`src/rtl/ecc_log_pkg.sv`:
```
package ecc_log_pkg;
  localparam int unsigned DATA_W = 32;
  localparam int unsigned OFS_W  = 8;
  // word offsets (byte offset >> 2)
  localparam logic [OFS_W-3:0] W_KEY  = 6'h00;
  localparam logic [OFS_W-3:0] W_CFG  = 6'h01;
  localparam logic [OFS_W-3:0] W_INT  = 6'h14;
  localparam logic [OFS_W-3:0] W_UEA  = 6'h16;
  localparam logic [OFS_W-3:0] W_CEA  = 6'h17;
  localparam logic [DATA_W-1:0] UNLOCK_KEY = 32'hFC60_0309;
  localparam int unsigned CFG_ECC_BIT  = 7;
  localparam int unsigned CFG_DDR4_BIT = 4;
  localparam int unsigned INT_CLR_BIT  = 31;
  localparam int unsigned CE_LSB = 16;
  localparam int unsigned UE_LSB = 12;
endpackage

```
`src/rtl/ecc_key_lock.sv`:
```
module ecc_key_lock #(
  parameter int unsigned DW = 32,
  parameter logic [DW-1:0] KEY = '1
) (
  input  logic          clk,
  input  logic          rst,
  input  logic          key_wr,
  input  logic [DW-1:0] key_data,
  output logic          unlocked
);
  always_ff @(posedge clk) begin
    if (rst)         unlocked <= 1'b0;
    else if (key_wr) unlocked <= (key_data == KEY);
  end

  p_lock_follows_key_r2: assert property (@(posedge clk) disable iff (rst)
    key_wr |=> (unlocked == ($past(key_data) == KEY)));
  p_lock_holds_r2: assert property (@(posedge clk) disable iff (rst)
    !key_wr |=> $stable(unlocked));
endmodule

```
`src/rtl/ecc_sat_counter.sv`:
```
module ecc_sat_counter #(
  parameter int unsigned W = 8
) (
  input  logic         clk,
  input  logic         rst,
  input  logic         clr,
  input  logic         inc,
  output logic [W-1:0] cnt
);
  localparam logic [W-1:0] TOP = '1;

  always_ff @(posedge clk) begin
    if (rst || clr)              cnt <= '0;
    else if (inc && cnt != TOP)  cnt <= cnt + 1'b1;
  end

  p_no_wrap_r5: assert property (@(posedge clk) disable iff (rst)
    (cnt == TOP && !clr) |=> cnt == TOP);
  p_clear_zero_r8: assert property (@(posedge clk) disable iff (rst)
    clr |=> cnt == '0);
  p_step_one_r6: assert property (@(posedge clk) disable iff (rst)
    (inc && !clr && cnt != TOP) |=> cnt == $past(cnt) + 1'b1);
endmodule

```
`src/rtl/ecc_addr_capture.sv`:
```
module ecc_addr_capture #(
  parameter int unsigned AW = 32,
  parameter bit KEEP_FIRST = 1'b0
) (
  input  logic          clk,
  input  logic          rst,
  input  logic          rearm,
  input  logic          hit,
  input  logic [AW-1:0] addr_in,
  output logic [AW-1:0] addr_q
);
  generate
    if (KEEP_FIRST) begin : g_first
      logic held;
      always_ff @(posedge clk) begin
        if (rst) begin
          held   <= 1'b0;
          addr_q <= '0;
        end else if (rearm) begin
          held <= 1'b0;
        end else if (hit && !held) begin
          held   <= 1'b1;
          addr_q <= addr_in;
        end
      end
      p_first_kept_r7: assert property (@(posedge clk) disable iff (rst)
        (held && !rearm) |=> $stable(addr_q));
    end else begin : g_last
      always_ff @(posedge clk) begin
        if (rst)      addr_q <= '0;
        else if (hit) addr_q <= addr_in;
      end
      p_last_taken_r7: assert property (@(posedge clk) disable iff (rst)
        hit |=> addr_q == $past(addr_in));
    end
  endgenerate
endmodule

```
`src/rtl/ecc_err_log_regs.sv`:
```
module ecc_err_log_regs
  import ecc_log_pkg::*;
#(
  parameter int unsigned CE_W = 8,
  parameter int unsigned UE_W = 4,
  parameter logic [7:0] CFG_RST = 8'h90
) (
  input  logic              clk,
  input  logic              rst,
  input  logic              wr_en,
  input  logic              rd_en,
  input  logic [OFS_W-1:0]  addr,
  input  logic [DATA_W-1:0] wr_data,
  output logic [DATA_W-1:0] rd_data,
  input  logic              ce_pulse,
  input  logic [DATA_W-1:0] ce_addr,
  input  logic              ue_pulse,
  input  logic [DATA_W-1:0] ue_addr,
  output logic              irq,
  output logic              cfg_ecc_on,
  output logic              cfg_ddr4
);
  localparam int unsigned WO_W = OFS_W - 2;

  logic [WO_W-1:0] word;
  logic unlocked;
  logic wr_key, wr_cfg, wr_int;
  logic clr_q;
  logic [1:0] irq_en;
  logic [CE_W-1:0] ce_cnt;
  logic [UE_W-1:0] ue_cnt;
  logic [DATA_W-1:0] ue_addr_q, ce_addr_q;
  logic [DATA_W-1:0] rd_mux;

  assign word   = addr[OFS_W-1:2];
  assign wr_key = wr_en && word == W_KEY;
  assign wr_cfg = wr_en && unlocked && word == W_CFG;
  assign wr_int = wr_en && unlocked && word == W_INT;

  ecc_key_lock #(.DW(DATA_W), .KEY(UNLOCK_KEY)) u_lock (
    .clk(clk), .rst(rst), .key_wr(wr_key), .key_data(wr_data),
    .unlocked(unlocked));

  always_ff @(posedge clk) begin
    if (rst) begin
      cfg_ecc_on <= CFG_RST[CFG_ECC_BIT];
      cfg_ddr4   <= CFG_RST[CFG_DDR4_BIT];
      clr_q      <= 1'b0;
      irq_en     <= 2'b00;
    end else begin
      if (wr_cfg) begin
        cfg_ecc_on <= wr_data[CFG_ECC_BIT];
        cfg_ddr4   <= wr_data[CFG_DDR4_BIT];
      end
      if (wr_int) begin
        clr_q  <= wr_data[INT_CLR_BIT];
        irq_en <= wr_data[1:0];
      end
    end
  end

  ecc_sat_counter #(.W(CE_W)) u_ce_cnt (
    .clk(clk), .rst(rst), .clr(clr_q), .inc(ce_pulse), .cnt(ce_cnt));
  ecc_sat_counter #(.W(UE_W)) u_ue_cnt (
    .clk(clk), .rst(rst), .clr(clr_q), .inc(ue_pulse), .cnt(ue_cnt));

  ecc_addr_capture #(.AW(DATA_W), .KEEP_FIRST(1'b1)) u_ue_cap (
    .clk(clk), .rst(rst), .rearm(clr_q), .hit(ue_pulse),
    .addr_in(ue_addr), .addr_q(ue_addr_q));
  ecc_addr_capture #(.AW(DATA_W), .KEEP_FIRST(1'b0)) u_ce_cap (
    .clk(clk), .rst(rst), .rearm(1'b0), .hit(ce_pulse),
    .addr_in(ce_addr), .addr_q(ce_addr_q));

  always_ff @(posedge clk) begin
    if (rst) irq <= 1'b0;
    else     irq <= (irq_en[0] && ce_cnt != '0) || (irq_en[1] && ue_cnt != '0);
  end

  always_comb begin
    rd_mux = '0;
    case (word)
      W_KEY: rd_mux[0] = unlocked;
      W_CFG: begin
        rd_mux[CFG_ECC_BIT]  = cfg_ecc_on;
        rd_mux[CFG_DDR4_BIT] = cfg_ddr4;
      end
      W_INT: begin
        rd_mux[INT_CLR_BIT]            = clr_q;
        rd_mux[CE_LSB +: CE_W]         = ce_cnt;
        rd_mux[UE_LSB +: UE_W]         = ue_cnt;
        rd_mux[1:0]                    = irq_en;
      end
      W_UEA: rd_mux = ue_addr_q;
      W_CEA: rd_mux = ce_addr_q;
      default: rd_mux = '0;
    endcase
  end

  always_ff @(posedge clk) begin
    if (rst)        rd_data <= '0;
    else if (rd_en) rd_data <= rd_mux;
  end

  p_locked_cfg_r3: assert property (@(posedge clk) disable iff (rst)
    (wr_en && !unlocked) |=> ($stable(cfg_ecc_on) && $stable(cfg_ddr4) && $stable(irq_en)));
  p_irq_quiet_r9: assert property (@(posedge clk) disable iff (rst)
    (ce_cnt == '0 && ue_cnt == '0) |=> !irq);
  p_irq_masked_r9: assert property (@(posedge clk) disable iff (rst)
    (irq_en == 2'b00) |=> !irq);
endmodule

```
`config.mk`:
```
export PLATFORM = sky130hd
export DESIGN_NAME = ecc_err_log_regs
export DESIGN_NICKNAME = d
export VERILOG_FILES = /design/src/rtl/ecc_log_pkg.sv /design/src/rtl/ecc_key_lock.sv /design/src/rtl/ecc_sat_counter.sv /design/src/rtl/ecc_addr_capture.sv /design/src/rtl/ecc_err_log_regs.sv
export SDC_FILE = /design/constraint.sdc
export NUM_CORES = 1
export LEC_CHECK = 0
export BUFFER_PORTS_ARGS = -buffer_cell sky130_fd_sc_hd__buf_2
export CAP_MARGIN = 40
export CORE_MARGIN = 2
export CORE_UTILIZATION = 40
export CTS_CLUSTER_DIAMETER = 60
export DETAILED_ROUTE_END_ITERATION = 12
export GPL_TIMING_DRIVEN = 0
export HOLD_SLACK_MARGIN = 0.08
export RECOVER_POWER = 25
export REMOVE_ABC_BUFFERS = 1
export SETUP_SLACK_MARGIN = 0.3
export SYNTH_ARGS = -nofsm -noshare
export SYNTH_HDL_FRONTEND = slang
export SYNTH_SLANG_ARGS = --single-unit
```
`constraint.sdc`:
```
create_clock -name clk -period 1.7 [get_ports clk]
set_input_delay 0.34 -clock clk [delete_from_list [all_inputs] [get_ports clk]]
set_output_delay 0.34 -clock clk [all_outputs]
set_load 0.005 [all_outputs]
```
Yosys cells after proc, flatten, opt, wreduce, memory -nomap -nowiden
Cells that the tools add are included.
W data, S select, Z words.
{"block": "word_totals", "latch_bits": 0, "mem_count": 0, "regBits": 116, "romBits": 0, "word_cells": 49, "ram_bits": 0}
{"block": "classes", "add_sub_neg": 2, "magnitude_cmp": 0, "mul": 0, "muxes": 10, "div": 0, "n_bitwise": 1, "n_reduce_logical": 17, "n_eq_ne": 7, "n_shift": 0}
{"operator": "$pmux W12 S3", "count": 1}
{"operator": "$eq A32 B32 Y1 const B", "count": 1}
{"operator": "$eq A6 B5 Y1 const B", "count": 3}
{"operator": "$pmux W7 S2", "count": 1}
{"operator": "$pmux W1 S3", "count": 4}
{"operator": "$logic_and A1 B1 Y1", "count": 9}
{"operator": "$add A8 B1 Y8 const B", "count": 1}
{"operator": "$ne A8 B8 Y1 const B", "count": 1}
{"operator": "$pmux W2 S2", "count": 2}
{"operator": "$pmux W4 S2", "count": 1}
{"operator": "$reduce_bool A8 Y1", "count": 1}
{"operator": "$eq A6 B1 Y1 const B", "count": 1}
{"operator": "$logic_not A6 Y1", "count": 1}
{"operator": "$add A4 B1 Y4 const B", "count": 1}
{"operator": "$ne A4 B4 Y1 const B", "count": 1}
{"operator": "$pmux W1 S4", "count": 1}
{"operator": "$reduce_bool A4 Y1", "count": 1}
{"operator": "$logic_or A1 B1 Y1", "count": 2}
{"operator": "$reduce_and A2 Y1", "count": 1}
{"operator": "$reduce_or A2 Y1", "count": 1}
{"operator": "$logic_not A1 Y1", "count": 1}
{"operator": "$not A1 Y1", "count": 1}

Logic depth before layout (Yosys ltp)
{"block": "depth", "ltp_word": 3, "ltp_mapped": 7}

Hierarchy
A second synthesis with hierarchy kept.
{"block": "hier_totals", "cells_unflattened": 541, "area_unflattened_um2": 5228.8}
{"module": "ecc_err_log_regs", "seq_area_each_um2": 760.7, "n_inst": 1, "cells_each": 210, "area_each_um2": 1801.7}
{"module": "ecc_addr_capture at u_ue_cap", "seq_area_each_um2": 660.6, "n_inst": 1, "cells_each": 143, "area_each_um2": 1501.4}
{"module": "ecc_addr_capture at u_ce_cap", "seq_area_each_um2": 640.6, "n_inst": 1, "cells_each": 103, "area_each_um2": 1163.6}
{"module": "ecc_sat_counter at u_ce_cnt", "seq_area_each_um2": 160.2, "n_inst": 1, "cells_each": 48, "area_each_um2": 421.7}
{"module": "ecc_sat_counter at u_ue_cnt", "seq_area_each_um2": 80.1, "n_inst": 1, "cells_each": 21, "area_each_um2": 210.2}
{"module": "ecc_key_lock", "seq_area_each_um2": 20.0, "n_inst": 1, "cells_each": 16, "area_each_um2": 130.1}

Worst setup path before layout
Ideal clock, no wire load.
{"block": "synth_timing", "path_kind": "register to register", "startpoint": "reg u_ce_cnt.cnt[0]", "endpoint": "reg irq", "slack_ns": 0.165, "setup_time_ns": 0.132, "path_stages_with_launch": 6, "arrival_ns": 1.403, "path_buffers": 0, "required_ns": 1.568, "synth_period_minus_slack_ns": 1.535, "cell_sequence": "dfxtp_1 -> inv_1 -> ha_1 -> or4b_2 -> o41ai_1 -> a21oi_1"}
{"block": "synth_via", "elab_chain_cells": 3}
{"element": "from (decl)", "line_no": "ecc_sat_counter.sv:8", "rtl": "output logic [W-1:0] cnt"}
{"element": "from (signal assigned)", "line_no": "ecc_sat_counter.sv:14", "rtl": "else if (inc && cnt != TOP) cnt <= cnt + 1'b1;"}
{"element": "$reduce_bool A8 Y1", "line_no": "ecc_err_log_regs.sv:76", "rtl": "else irq <= (irq_en[0] && ce_cnt != '0) || (irq_en[1] && ue_cnt != '0);"}
{"element": "$logic_and A1 B1 Y1", "line_no": "ecc_err_log_regs.sv:76"}
{"element": "$logic_or A1 B1 Y1", "line_no": "ecc_err_log_regs.sv:76"}
{"element": "to (signal assigned)", "line_no": "ecc_err_log_regs.sv:76"}
{"element": "to (decl)", "line_no": "ecc_err_log_regs.sv:19", "rtl": "output logic irq,"}
No other way between the ends.
A chain may end at the register's enable or synchronous reset.

Worst setup path after layout
{"block": "layout_timing", "startpoint": "reg u_ce_cnt.cnt[1]", "endpoint": "reg irq"}
Same word-level chain as after synthesis.

==> results.yml <==
synth:
  yosysWarnings: 0
  syn-instance-count: 546
  synth_cell_type_count: 53
  yosysSeqAreaShare_pct: 46.9
  syn_area_sq_mm: 0.00495
  yosys_register_bits: 116
  yosysTopAreaCell: "dfxtp_1"
  avgSynthCellArea_sq_um: 9.07
  synth_area_leaders: "dfxtp_1 (47%), mux2i_1 (8.3%), nand2_1 (6.8%), nor2_1 (5.3%), a21oi_1 (4.3%)"
  async_flop_share_pct: 0
  synth-main-ff-cell: "dfxtp_1"
  synth_edf_count: 0
  synth_top_area_share_pct: 46.9
die:
  dieArea_sq_mm: 0.0133
  core_sq_mm: 0.0121
  die_h_um: 115
  io_pins: 145
  die_w_um: 115
  fp-row-count: 40
  initial_core_util_pct: 41.1
pwr:
  sw_frac_of_total_pct: 21.7
  cellPowerDensity_mw_per_mm2: 1090
  p_comb_share_pct: 8.6
  p_int_mw: 5.90
  p_seq_share_pct: 38.8
  switchingPower_mw: 1.64
  ir_drop_v: 0.000737
  finalPower_mw: 7.53
  power.leakage_nw: 2.96
  pwr-share-clk_pct: 52.6
drt:
  drt_iter0_drc: 171
  vias: 4562
  avgViaCountPerCell: 5.13
  drtAntennaViolNets: 0
  wirelength_um: 14300
  drc: 0
  firstDrtPassIters: 5
  routedWlPerCell_um: 16.1
worst_setup_path:
  critPathArrivalTime_ps: 1770
  slowest_stage: "or4b_4"
  cp-end-kind: "register"
  max_stage_delay_ps: 470
  r2r_end: "irq"
  path_buf_inv: 1
  r2r_slack_ps: 200
  path_class: "register to register"
  cpLargestDelayFamily: "simple AND/OR/NAND/NOR gates"
  critPathLaunchType: "register"
  ff2ff_path_depth: 5
  path_cells: "inv_2, ha_4, or4b_4, o41ai_4, a21oi_2"
  cp.required_ps: 1960
  cp_max_fo: 4
  worst_r2r_startpoint: "u_ce_cnt.cnt[1]"
  cp.depth: 5
clock_tree:
  cts.sinks: 116
  cts_tree: "yes"
  ctsRootBufferMaster: "clkbuf_16"
  cts_made_buffers: 17
  clockBufferDepth: 2
  postCtsHoldBufs: 0
  htreeDepth: 4
  cts.clk_slew.worst_paths_ps: 60
  insertion_delay_ps: 420
sta:
  drv_slew: 0
  fin_ws_ps: 195
  setup_violations: 0
  hold_violations: 0
  fmaxAchievable_mhz: 665
  rsz0062_at_grt: "true"
  slew_headroom_pct: 39.3
  tightest_slew_ps: 910
  skew_ps: 6.05
  finalCritPeriodShare_pct: 88.5
  fin_crit_ps: 1500
  tns_ps: 0
  whs_ps: 155
final_layout:
  layout-drive-gt1-share_pct: 36.1
  final_nets: 822
  finalInstanceArea_sq_mm: 0.00694
  insertedDiodeCount: 0
  syn_to_final_growth_pct: 40.1
  multi_input_area_sq_mm: 0.00255
  fill_cells: 1079
  instances_no_fill: 889
  final_util_pct: 57.5
  regArea_sq_mm: 0.00233
global_route:
  grt_pass1_vias: 4417
  grt-ovfl-total: 0
  grt_max_degree: 70
  antenna_found_initial: 0
  track_usage_pct: 21.0
  grt_pass1_wl_um: 21500
placement:
  dp_cells: 829
  port_buffers: 142
  pre_cts_ws_ps: -709
  place_area_sq_mm: 0.00589
  place_congestion: 0.813
  post-dp-hpwl_um: 9080
min_path:
  min_path_cells: 3
  min_from: "ue_addr[12]"
  worstHoldEndpoint: "u_ue_cap.addr_q[12]"
  hold_class: "input port to register"
flow_run:
  cap_viol_max_count: 0
outcome:
  status: "finished, final reports clean"
## placed cells by master (no fill, tap or decap), drive strengths merged, types with 22 or more instances in the layout
master  synthesis  final
clkbuf         22     27
a21oi          43     43
nor3           22     22
nor2           70     70
nand2          90     90
a221oi         28     28
mux2i          41     41
buf            15    176
dfxtp         116    116
## layer usage
metal / track usage, % / wire length (um) / vias up
li1: - / - / 2262
met1: 25.1 / 6240 / 2153
met2: 35.0 / 6990 / 130
met3: 6.96 / 932 / 17
met4: 7.95 / 168 / 0
met5: 0 / 0 / -
## power groups by stage
| stage | registers, mW | clock network, mW | logic (mW) |
|---|---|---|---|
| 3_3_place_gp | 2.96 | 0 | 0.549 |
| 5_1_grt | 2.93 | 4.16 | 0.720 |
| 6_report | 2.92 | 3.96 | 0.651 |
| 4_1_cts | 2.91 | 4.02 | 0.635 |
| 2_1_floorplan | 2.95 | 0 | 0.260 |
| 3_5_place_dp | 2.97 | 0 | 0.597 |
## registers in the layout (all words and copies together), names as in the netlist
signal / count
cfg_ddr4: 1
cfg_ecc_on: 1
clr_q: 1
irq: 1
irq_en: 2
rd_data: 32
u_ce_cap.addr_q: 32
u_ce_cnt.cnt: 8
u_lock.unlocked: 1
u_ue_cap.addr_q: 32
u_ue_cap.g_first.held: 1
u_ue_cnt.cnt: 4
## worst max-delay path by stage
stage | startpoint | endpoint | slack (ps)
floorplan | addr[7] | rd_data[17] | -770
global placement | addr[7] | rd_data[23] | -2030
detailed placement | rd_en | rd_data[15] | -710
CTS | u_ce_cnt.cnt[1] | irq | 190
global route | rst | u_ce_cnt.cnt[4] | 160
finish | u_ce_cnt.cnt[1] | irq | 200
## synthesized netlist by cell type, types with 4 or more instances
| cell type | number |
|---|---|
| dfxtp_1 | 116 |
| o21ai_0 | 9 |
| nor3_1 | 9 |
| a22oi_1 | 8 |
| mux2i_1 | 41 |
| nand2_1 | 90 |
| a21boi_0 | 7 |
| a221oi_2 | 10 |
| a21oi_1 | 43 |
| inv_1 | 7 |
| nand3_1 | 9 |
| clkbuf_1 | 22 |
| a221oi_1 | 18 |
| nor2b_1 | 8 |
| nor2_1 | 70 |
| nor4b_1 | 4 |
| ha_1 | 4 |
| buf_2 | 8 |
| nor3_2 | 13 |
## worst min-delay path, delay by kind of cell
kind / cells / cell delay, ps
simple gates: 1 / 40
compound gates: 1 / 50
buf+inv: 1 / 90
## repair_timing
item	in CTS	in global routing
cloned	0	2
setup endpoints to repair	66	18
buffers inserted	10	16
pin swaps	6	9
resized for setup	18	18
## logic make-up after synthesis
| kind of cell | Yosys count | share of synthesized area (%) |
|---|---|---|
| muxes | 42 | 8.51 |
| adders and majority gates | 4 | 1.01 |
| AOI/OAI and AO/OA | 109 | 16.0 |
| xor gates and xnor gates | 5 | 0.884 |
| and+or+nand+nor | 225 | 22.6 |
| buffers and inverters | 45 | 4.14 |
| DFF | 116 | 46.9 |
## area by class of cell
class                           count  area share [%]
Multi-Input combinational cell    385            36.8
Sequential cell                   116            33.7
Timing Repair Buffer              180            16.6
Clock buffer                       23            7.03
Tap cell                          168            3.03
Clock inverter                      9            2.49
Inverter                            8           0.469
Power figures use the tool's default switching activity.
